==> src/rtl/can_fc_pkg.sv <==
// Shared types for the fault confinement counters.
package can_fc_pkg;
    typedef enum logic [1:0] {
        FC_ACTIVE  = 2'd0,
        FC_PASSIVE = 2'd1,
        FC_BUSOFF  = 2'd2
    } fc_state_e;
endpackage

==> src/rtl/can_fc_tx_cnt.sv <==
// Transmit error counter.
// Adds STEP on an error and takes one away on a success, never dropping below zero.
// An error that would pass the top of the range saturates the count and flags an overflow.
// Priority order: recovery clear, then test write, then freeze (bus off), then the
// error, then the success.
// Assumes the event pulses last one cycle.
module can_fc_tx_cnt #(
    parameter int CNT_W = 8,
    parameter int STEP  = 8
) (
    input  logic             clk,
    input  logic             rst_n,
    input  logic             err_i,
    input  logic             ok_i,
    input  logic             freeze_i,
    input  logic             clear_i,
    input  logic             wr_i,
    input  logic [CNT_W-1:0] wr_data_i,
    output logic [CNT_W-1:0] count_o,
    output logic [CNT_W-1:0] next_o,
    output logic             overflow_o
);
    localparam logic [CNT_W-1:0] MAX_V   = {CNT_W{1'b1}};
    localparam logic [CNT_W-1:0] LIMIT_V = MAX_V - CNT_W'(STEP);

    logic [CNT_W-1:0] count_q;

    // Work out the next count from the events and their priority.
    always_comb begin
        next_o = count_q;
        if (clear_i) begin
            next_o = '0;
        end else if (wr_i) begin
            next_o = wr_data_i;
        end else if (freeze_i) begin
            next_o = count_q;
        end else if (err_i) begin
            next_o = (count_q > LIMIT_V) ? MAX_V : count_q + CNT_W'(STEP);
        end else if (ok_i && count_q != '0) begin
            next_o = count_q - 1'b1;
        end
    end

    // Flag an error increment that would pass the top of the range.
    always_comb overflow_o = !clear_i && !wr_i && !freeze_i && err_i && (count_q > LIMIT_V);

    // Register the count.
    always_ff @(posedge clk) begin
        if (!rst_n) count_q <= '0;
        else        count_q <= next_o;
    end

    assign count_o = count_q;

    assert_tx_step_R2: assert property (@(posedge clk) disable iff (!rst_n)
        (err_i && !wr_i && !freeze_i && !clear_i && count_q <= LIMIT_V)
        |=> count_q == $past(count_q) + CNT_W'(STEP));

    assert_tx_floor_R2: assert property (@(posedge clk) disable iff (!rst_n)
        (ok_i && !err_i && !wr_i && !freeze_i && !clear_i && count_q == '0)
        |=> count_q == '0);

    assert_tx_no_wrap_R7: assert property (@(posedge clk) disable iff (!rst_n)
        overflow_o |=> count_q == MAX_V);

    assert_tx_frozen_R8: assert property (@(posedge clk) disable iff (!rst_n)
        (freeze_i && !wr_i && !clear_i) |=> $stable(count_q));
endmodule

==> src/rtl/can_fc_rx_cnt.sv <==
// Receive error counter.
// Adds one or STEP (or both) on errors and saturates at the top of the range.
// A success takes one away, but above the passive threshold it loads PRESET instead.
// An error outranks a success in the same cycle.
// Assumes PRESET lies below PASSIVE_TH.
module can_fc_rx_cnt #(
    parameter int CNT_W      = 8,
    parameter int STEP       = 8,
    parameter int PASSIVE_TH = 128,
    parameter int PRESET     = 120
) (
    input  logic             clk,
    input  logic             rst_n,
    input  logic             err1_i,
    input  logic             err8_i,
    input  logic             ok_i,
    input  logic             freeze_i,
    input  logic             clear_i,
    input  logic             wr_i,
    input  logic [CNT_W-1:0] wr_data_i,
    output logic [CNT_W-1:0] count_o,
    output logic [CNT_W-1:0] next_o
);
    localparam logic [CNT_W-1:0] MAX_V = {CNT_W{1'b1}};
    localparam logic [CNT_W-1:0] TH_V  = CNT_W'(PASSIVE_TH);
    localparam logic [CNT_W-1:0] PRE_V = CNT_W'(PRESET);

    logic [CNT_W-1:0] count_q;
    logic [CNT_W:0]   sum;

    // Widened sum of the error increments, used for saturation.
    always_comb begin
        sum = {1'b0, count_q};
        if (err1_i) sum = sum + (CNT_W+1)'(1);
        if (err8_i) sum = sum + (CNT_W+1)'(STEP);
    end

    // Work out the next count from the events and their priority.
    always_comb begin
        next_o = count_q;
        if (clear_i) begin
            next_o = '0;
        end else if (wr_i) begin
            next_o = wr_data_i;
        end else if (freeze_i) begin
            next_o = count_q;
        end else if (err1_i || err8_i) begin
            next_o = sum[CNT_W] ? MAX_V : sum[CNT_W-1:0];
        end else if (ok_i) begin
            if (count_q >= TH_V)        next_o = PRE_V;
            else if (count_q != '0)     next_o = count_q - 1'b1;
        end
    end

    // Register the count.
    always_ff @(posedge clk) begin
        if (!rst_n) count_q <= '0;
        else        count_q <= next_o;
    end

    assign count_o = count_q;

    assert_rx_preset_R4: assert property (@(posedge clk) disable iff (!rst_n)
        (ok_i && !err1_i && !err8_i && !wr_i && !freeze_i && !clear_i && count_q >= TH_V)
        |=> count_q == PRE_V);

    assert_rx_saturate_R3: assert property (@(posedge clk) disable iff (!rst_n)
        (err8_i && !wr_i && !freeze_i && !clear_i && count_q > MAX_V - CNT_W'(STEP))
        |=> count_q == MAX_V);

    assert_rx_err_first_R5: assert property (@(posedge clk) disable iff (!rst_n)
        (err1_i && !err8_i && ok_i && !wr_i && !freeze_i && !clear_i && count_q != MAX_V)
        |=> count_q == $past(count_q) + 1'b1);

    assert_rx_frozen_R8: assert property (@(posedge clk) disable iff (!rst_n)
        (freeze_i && !wr_i && !clear_i) |=> $stable(count_q));
endmodule

==> src/rtl/can_fc_state.sv <==
// Fault confinement state tracker.
// Keeps the bus-off flag and counts recovery runs while the node is bus off.
// Computes the state from the next counter values, so the state and the alert
// change at the same edge as the counts.
// Assumes idle_run_i pulses once per run of 11 recessive bits.
module can_fc_state
    import can_fc_pkg::*;
#(
    parameter int CNT_W      = 8,
    parameter int PASSIVE_TH = 128,
    parameter int RECOV_RUNS = 128
) (
    input  logic             clk,
    input  logic             rst_n,
    input  logic             overflow_i,
    input  logic             idle_run_i,
    input  logic [CNT_W-1:0] tx_cnt_i,
    input  logic [CNT_W-1:0] rx_cnt_i,
    input  logic [CNT_W-1:0] tx_next_i,
    input  logic [CNT_W-1:0] rx_next_i,
    output logic             busoff_o,
    output logic             clear_o,
    output fc_state_e        state_o,
    output logic             alert_o
);
    localparam int REC_W = (RECOV_RUNS > 1) ? $clog2(RECOV_RUNS) : 1;
    localparam logic [REC_W-1:0] REC_LAST = REC_W'(RECOV_RUNS - 1);
    localparam logic [CNT_W-1:0] TH_V     = CNT_W'(PASSIVE_TH);

    logic             busoff_q, busoff_d;
    logic [REC_W-1:0] rec_q;
    fc_state_e        state_q, state_d;
    logic             alert_q;

    // Recovery finishes on the last idle run while bus off.
    always_comb clear_o = busoff_q && idle_run_i && (rec_q == REC_LAST);

    // The bus-off flag is set by a transmit overflow and cleared by recovery.
    always_comb begin
        busoff_d = busoff_q;
        if (clear_o)         busoff_d = 1'b0;
        else if (overflow_i) busoff_d = 1'b1;
    end

    // Decode the state from the flag and the next counts.
    always_comb begin
        if (busoff_d)                                    state_d = FC_BUSOFF;
        else if (tx_next_i >= TH_V || rx_next_i >= TH_V) state_d = FC_PASSIVE;
        else                                             state_d = FC_ACTIVE;
    end

    // Register the flag, the state and the change alert.
    always_ff @(posedge clk) begin
        if (!rst_n) begin
            busoff_q <= 1'b0;
            state_q  <= FC_ACTIVE;
            alert_q  <= 1'b0;
        end else begin
            busoff_q <= busoff_d;
            state_q  <= state_d;
            alert_q  <= (state_d != state_q);
        end
    end

    // Count idle runs while bus off and restart from zero otherwise.
    always_ff @(posedge clk) begin
        if (!rst_n || !busoff_q || clear_o) rec_q <= '0;
        else if (idle_run_i)                rec_q <= rec_q + 1'b1;
    end

    assign busoff_o = busoff_q;
    assign state_o  = state_q;
    assign alert_o  = alert_q;

    assert_alert_on_change_R10: assert property (@(posedge clk) disable iff (!rst_n)
        1'b1 |=> alert_q == (state_q != $past(state_q)));

    assert_state_map_R6: assert property (@(posedge clk) disable iff (!rst_n)
        (state_q == FC_BUSOFF) == busoff_q);

    assert_passive_R6: assert property (@(posedge clk) disable iff (!rst_n)
        !busoff_q |-> ((state_q == FC_PASSIVE) == (tx_cnt_i >= TH_V || rx_cnt_i >= TH_V)));

    assert_recov_clear_R9: assert property (@(posedge clk) disable iff (!rst_n)
        clear_o |=> (tx_cnt_i == '0 && rx_cnt_i == '0 && state_q == FC_ACTIVE));

    assert_busoff_entry_R7: assert property (@(posedge clk) disable iff (!rst_n)
        overflow_i |=> state_q == FC_BUSOFF);
endmodule

==> src/rtl/can_fault_counters.sv <==
// Top level of the fault confinement counters.
// Gates the write port with test mode and wires the two counters to the state tracker.
// The bus-off flag freezes both counters, and the end of recovery clears them.
// Assumes all event inputs are synchronous single-cycle pulses.
module can_fault_counters #(
    parameter int CNT_W      = 8,
    parameter int ERR_STEP   = 8,
    parameter int PASSIVE_TH = 128,
    parameter int RX_PRESET  = 120,
    parameter int RECOV_RUNS = 128
) (
    input  logic             clk,
    input  logic             rst_n,
    input  logic             tx_err_i,
    input  logic             rx_err_i,
    input  logic             rx_err8_i,
    input  logic             tx_ok_i,
    input  logic             rx_ok_i,
    input  logic             idle_run_i,
    input  logic             test_mode_i,
    input  logic             wr_tx_i,
    input  logic             wr_rx_i,
    input  logic [CNT_W-1:0] wr_data_i,
    output logic [CNT_W-1:0] tx_count_o,
    output logic [CNT_W-1:0] rx_count_o,
    output logic [1:0]       state_o,
    output logic             alert_o
);
    import can_fc_pkg::*;

    logic             wr_tx_en, wr_rx_en;
    logic             busoff, clear, overflow;
    logic [CNT_W-1:0] tx_next, rx_next;
    fc_state_e        state;

    // Writes count only in test mode.
    always_comb begin
        wr_tx_en = test_mode_i && wr_tx_i;
        wr_rx_en = test_mode_i && wr_rx_i;
    end

    can_fc_tx_cnt #(.CNT_W(CNT_W), .STEP(ERR_STEP)) u_tx (
        .clk       (clk),
        .rst_n     (rst_n),
        .err_i     (tx_err_i),
        .ok_i      (tx_ok_i),
        .freeze_i  (busoff),
        .clear_i   (clear),
        .wr_i      (wr_tx_en),
        .wr_data_i (wr_data_i),
        .count_o   (tx_count_o),
        .next_o    (tx_next),
        .overflow_o(overflow)
    );

    can_fc_rx_cnt #(.CNT_W(CNT_W), .STEP(ERR_STEP), .PASSIVE_TH(PASSIVE_TH),
                    .PRESET(RX_PRESET)) u_rx (
        .clk      (clk),
        .rst_n    (rst_n),
        .err1_i   (rx_err_i),
        .err8_i   (rx_err8_i),
        .ok_i     (rx_ok_i),
        .freeze_i (busoff),
        .clear_i  (clear),
        .wr_i     (wr_rx_en),
        .wr_data_i(wr_data_i),
        .count_o  (rx_count_o),
        .next_o   (rx_next)
    );

    can_fc_state #(.CNT_W(CNT_W), .PASSIVE_TH(PASSIVE_TH), .RECOV_RUNS(RECOV_RUNS)) u_state (
        .clk       (clk),
        .rst_n     (rst_n),
        .overflow_i(overflow),
        .idle_run_i(idle_run_i),
        .tx_cnt_i  (tx_count_o),
        .rx_cnt_i  (rx_count_o),
        .tx_next_i (tx_next),
        .rx_next_i (rx_next),
        .busoff_o  (busoff),
        .clear_o   (clear),
        .state_o   (state),
        .alert_o   (alert_o)
    );

    assign state_o = state;

    assert_write_gate_R11: assert property (@(posedge clk) disable iff (!rst_n)
        (!test_mode_i && !tx_err_i && !tx_ok_i && !clear) |=> $stable(tx_count_o));
endmodule

==> config.mk <==
export PLATFORM = sky130hd
export DESIGN_NAME = can_fault_counters
export DESIGN_NICKNAME = d
export VERILOG_FILES = /design/src/rtl/can_fc_pkg.sv /design/src/rtl/can_fc_tx_cnt.sv /design/src/rtl/can_fc_rx_cnt.sv /design/src/rtl/can_fc_state.sv /design/src/rtl/can_fault_counters.sv
export SDC_FILE = /design/constraint.sdc
export NUM_CORES = 1
export LEC_CHECK = 0
export ABC_AREA = 1
export CORE_MARGIN = 2
export CORE_UTILIZATION = 50
export CTS_BUF_LIST = sky130_fd_sc_hd__clkbuf_8
export CTS_CLUSTER_DIAMETER = 40
export CTS_CLUSTER_SIZE = 14
export DETAILED_ROUTE_END_ITERATION = 10
export PLACE_DENSITY = 0.74
export SYNTH_ARGS = -nofsm -noshare
export SYNTH_HDL_FRONTEND = slang
export SYNTH_HIERARCHICAL = 1
export SYNTH_SLANG_ARGS = --single-unit
==> constraint.sdc <==
create_clock -name clk -period 5.3 [get_ports clk]
set_input_delay 0.795 -clock clk [delete_from_list [all_inputs] [get_ports clk]]
set_output_delay 0.795 -clock clk [all_outputs]
set_load 0.02 [all_outputs]
==> flow_metrics.tcl <==
set metrics [dict create \
    worst-setup-path-type "primary input to flip-flop" \
    mappedNetlistNets 454 \
    seqCellArea_um2 520 \
    start_util_pct 52.7 \
    nets 487 \
    netlist_instances 426 \
    p_leak_nw 1.48 \
    dieWidth_um 75.0 \
    drt-pass1-iter-count 5 \
    drtIter0Drc 182 \
    required_ns 5.49 \
    power.density_nw_per_um2 211 \
    hold_slack_ns 0.512 \
    rsz0062_at_grt "no" \
    clock_sinks 26 \
    rrSetupSlack_ns 2.55 \
    period_needed_ns 3.14 \
    fin_crit_sh_pct 59.3 \
    max_freq_mhz 318 \
    finalHoldViolations 0 \
    cts.reportedPaths.clkPinSlew_ns 0.09 \
    cts_max_level 1 \
    worstSkewPairLatency_ns 0.28 \
    drc 0 \
    maxCapViolations 0 \
    io_buffers 37 \
    post-place-ws_ns 1.90 \
    syn_area_um2 2520 \
    worstPathArrival_ns 3.33 \
    diodes 0 \
    n_fill_cell 485 \
    grt_max_degree 31 \
    fin_skew_ns 0.00195 \
    rows 25 \
    area_growth_pct 18.2 \
    tightestPinTransition_ns 0.509 \
    routed_wl_mm 6.20 \
    die-area_um2 5620 \
    setup.worst_path.end_class "flip-flop" \
    status "finished clean" \
    grt_pass1_vias 2214 \
    setup_ws_ns 2.16 \
    startpoint "rx_err_i" \
    post_cts_buffers 0 \
    timing.slew.headroom_pct 65.9 \
    antenna_found_initial 0 \
    rr_startpoint "u_rx/count_o[0]" \
    min_path_type "flip-flop to flip-flop" \
    cts_buffers 3 \
    final-setup-viol-count 0 \
    cts_resized 0 \
    root_buffer "clkbuf_8" \
    grt_pass1_wl_mm 10.0 \
    vias 2652 \
    vias_per_cell 5.05 \
    grt_usage_pct 22.9 \
    fin_setup_tns_ns 0 \
    place_hpwl_mm 4.91 \
    min_from "u_state/rec_q[6]" \
    die-height_um 75.0 \
    ant_nets 0 \
    core_um2 4790 \
    io_pins 38 \
    yosysWarningCount 6 \
    grt-ovfl-total 0 \
    drive_gt1_share_pct 13.3 \
    vdd_drop_max_uv 203 \
    clock_path_buffers 2 \
    gp_congestion 0.913 \
    cts_tree "yes" \
    wire_per_inst_um 11.8 \
    startpoint_type "primary input" \
    multi_input_area_um2 1740 \
    cts_hold_buf 0 \
    slew_viol_final 0 \
    cp_max_fo 6 \
    syn_avg_cell_area_um2 5.92 \
]
## metrics by stage
stage          util, %  instances  power [mW]  area [um^2]
6_report          62.2        525       0.627         2980
5_1_grt           62.2        525       0.670         2980
4_1_cts           62.2        525       0.628         2980
3_5_place_dp      61.1        521       0.498         2920
3_3_place_gp      61.1        521       0.494         2920
2_1_floorplan        -        426       0.416         2520
## critical path, stage by stage
cell             delay, ns
clkdlybuf4s50_1       0.58
nand2_1               0.11
nor2_2                0.13
nand3_1               0.08
nand2_1               0.17
ha_1                  0.18
nand2_1               0.06
inv_1                 0.08
nand2_1               0.06
nor2_1                0.09
nor2_1                0.04
nor2_1                0.10
nand2_1               0.05
nand2_1               0.06
nand2_1               0.05
nand2_1               0.08
inv_1                 0.05
or2_2                 0.29
nand3_1               0.09
nand3_1               0.08
nand2_1               0.06
inv_1                 0.04
## layout by cell type (no fill, tap or decap), types with 5 or more instances in the layout
master / instances
nand2_1: 133
nor2_1: 59
inv_1: 45
clkdlybuf4s50_1: 37
a21oi_1: 26
dfxtp_1: 26
nand3_1: 23
nand2_2: 16
o21ai_0: 15
nor2_2: 9
ha_1: 9
inv_2: 6
xor2_1: 5
## state kept, by name (all words and copies together) (netlist names)
name and count:
u_rx/count_o 8, u_tx/count_o 8, u_state/rec_q 7, u_state/alert_o 1, u_state/busoff_o 1, u_state/state_o 1
## power by group
group	total, mW	switching, mW	internal, mW	leakage [nW]
registers	0.239	0.0294	0.210	0.215
clock network	0.132	0.0652	0.0666	0.0288
logic	0.256	0.152	0.104	1.23
## per-layer routing
| layer | global-route usage (%) | routed length (um) | share of wire [%] | up-vias |
|---|---|---|---|---|
| met5 | 0 | 0 | 0 | - |
| met4 | 7.14 | 87 | 1.4 | 0 |
| met3 | 1.20 | 348 | 5.6 | 7 |
| met2 | 34.0 | 2710 | 44 | 77 |
| met1 | 35.2 | 3060 | 49 | 1169 |
| li1 | - | - | - | 1399 |
## area by class of cell
| type | instances | share of cell area [%] |
|---|---|---|
| Multi-Input combinational cell | 338 | 58.4 |
| Tap cell | 67 | 2.82 |
| Inverter | 52 | 6.72 |
| Clock buffer | 4 | 1.85 |
| Timing Repair Buffer | 38 | 12.7 |
| Sequential cell | 26 | 17.5 |
## final timing paths
check	end	depth (start not counted)
worst max-delay path	u_state/alert_o	22
worst min-delay path	u_state/rec_q[6]	2
worst max register to register	u_state/alert_o	22
worst min register to register	u_state/rec_q[6]	2
Power figures use the tool's default switching activity.
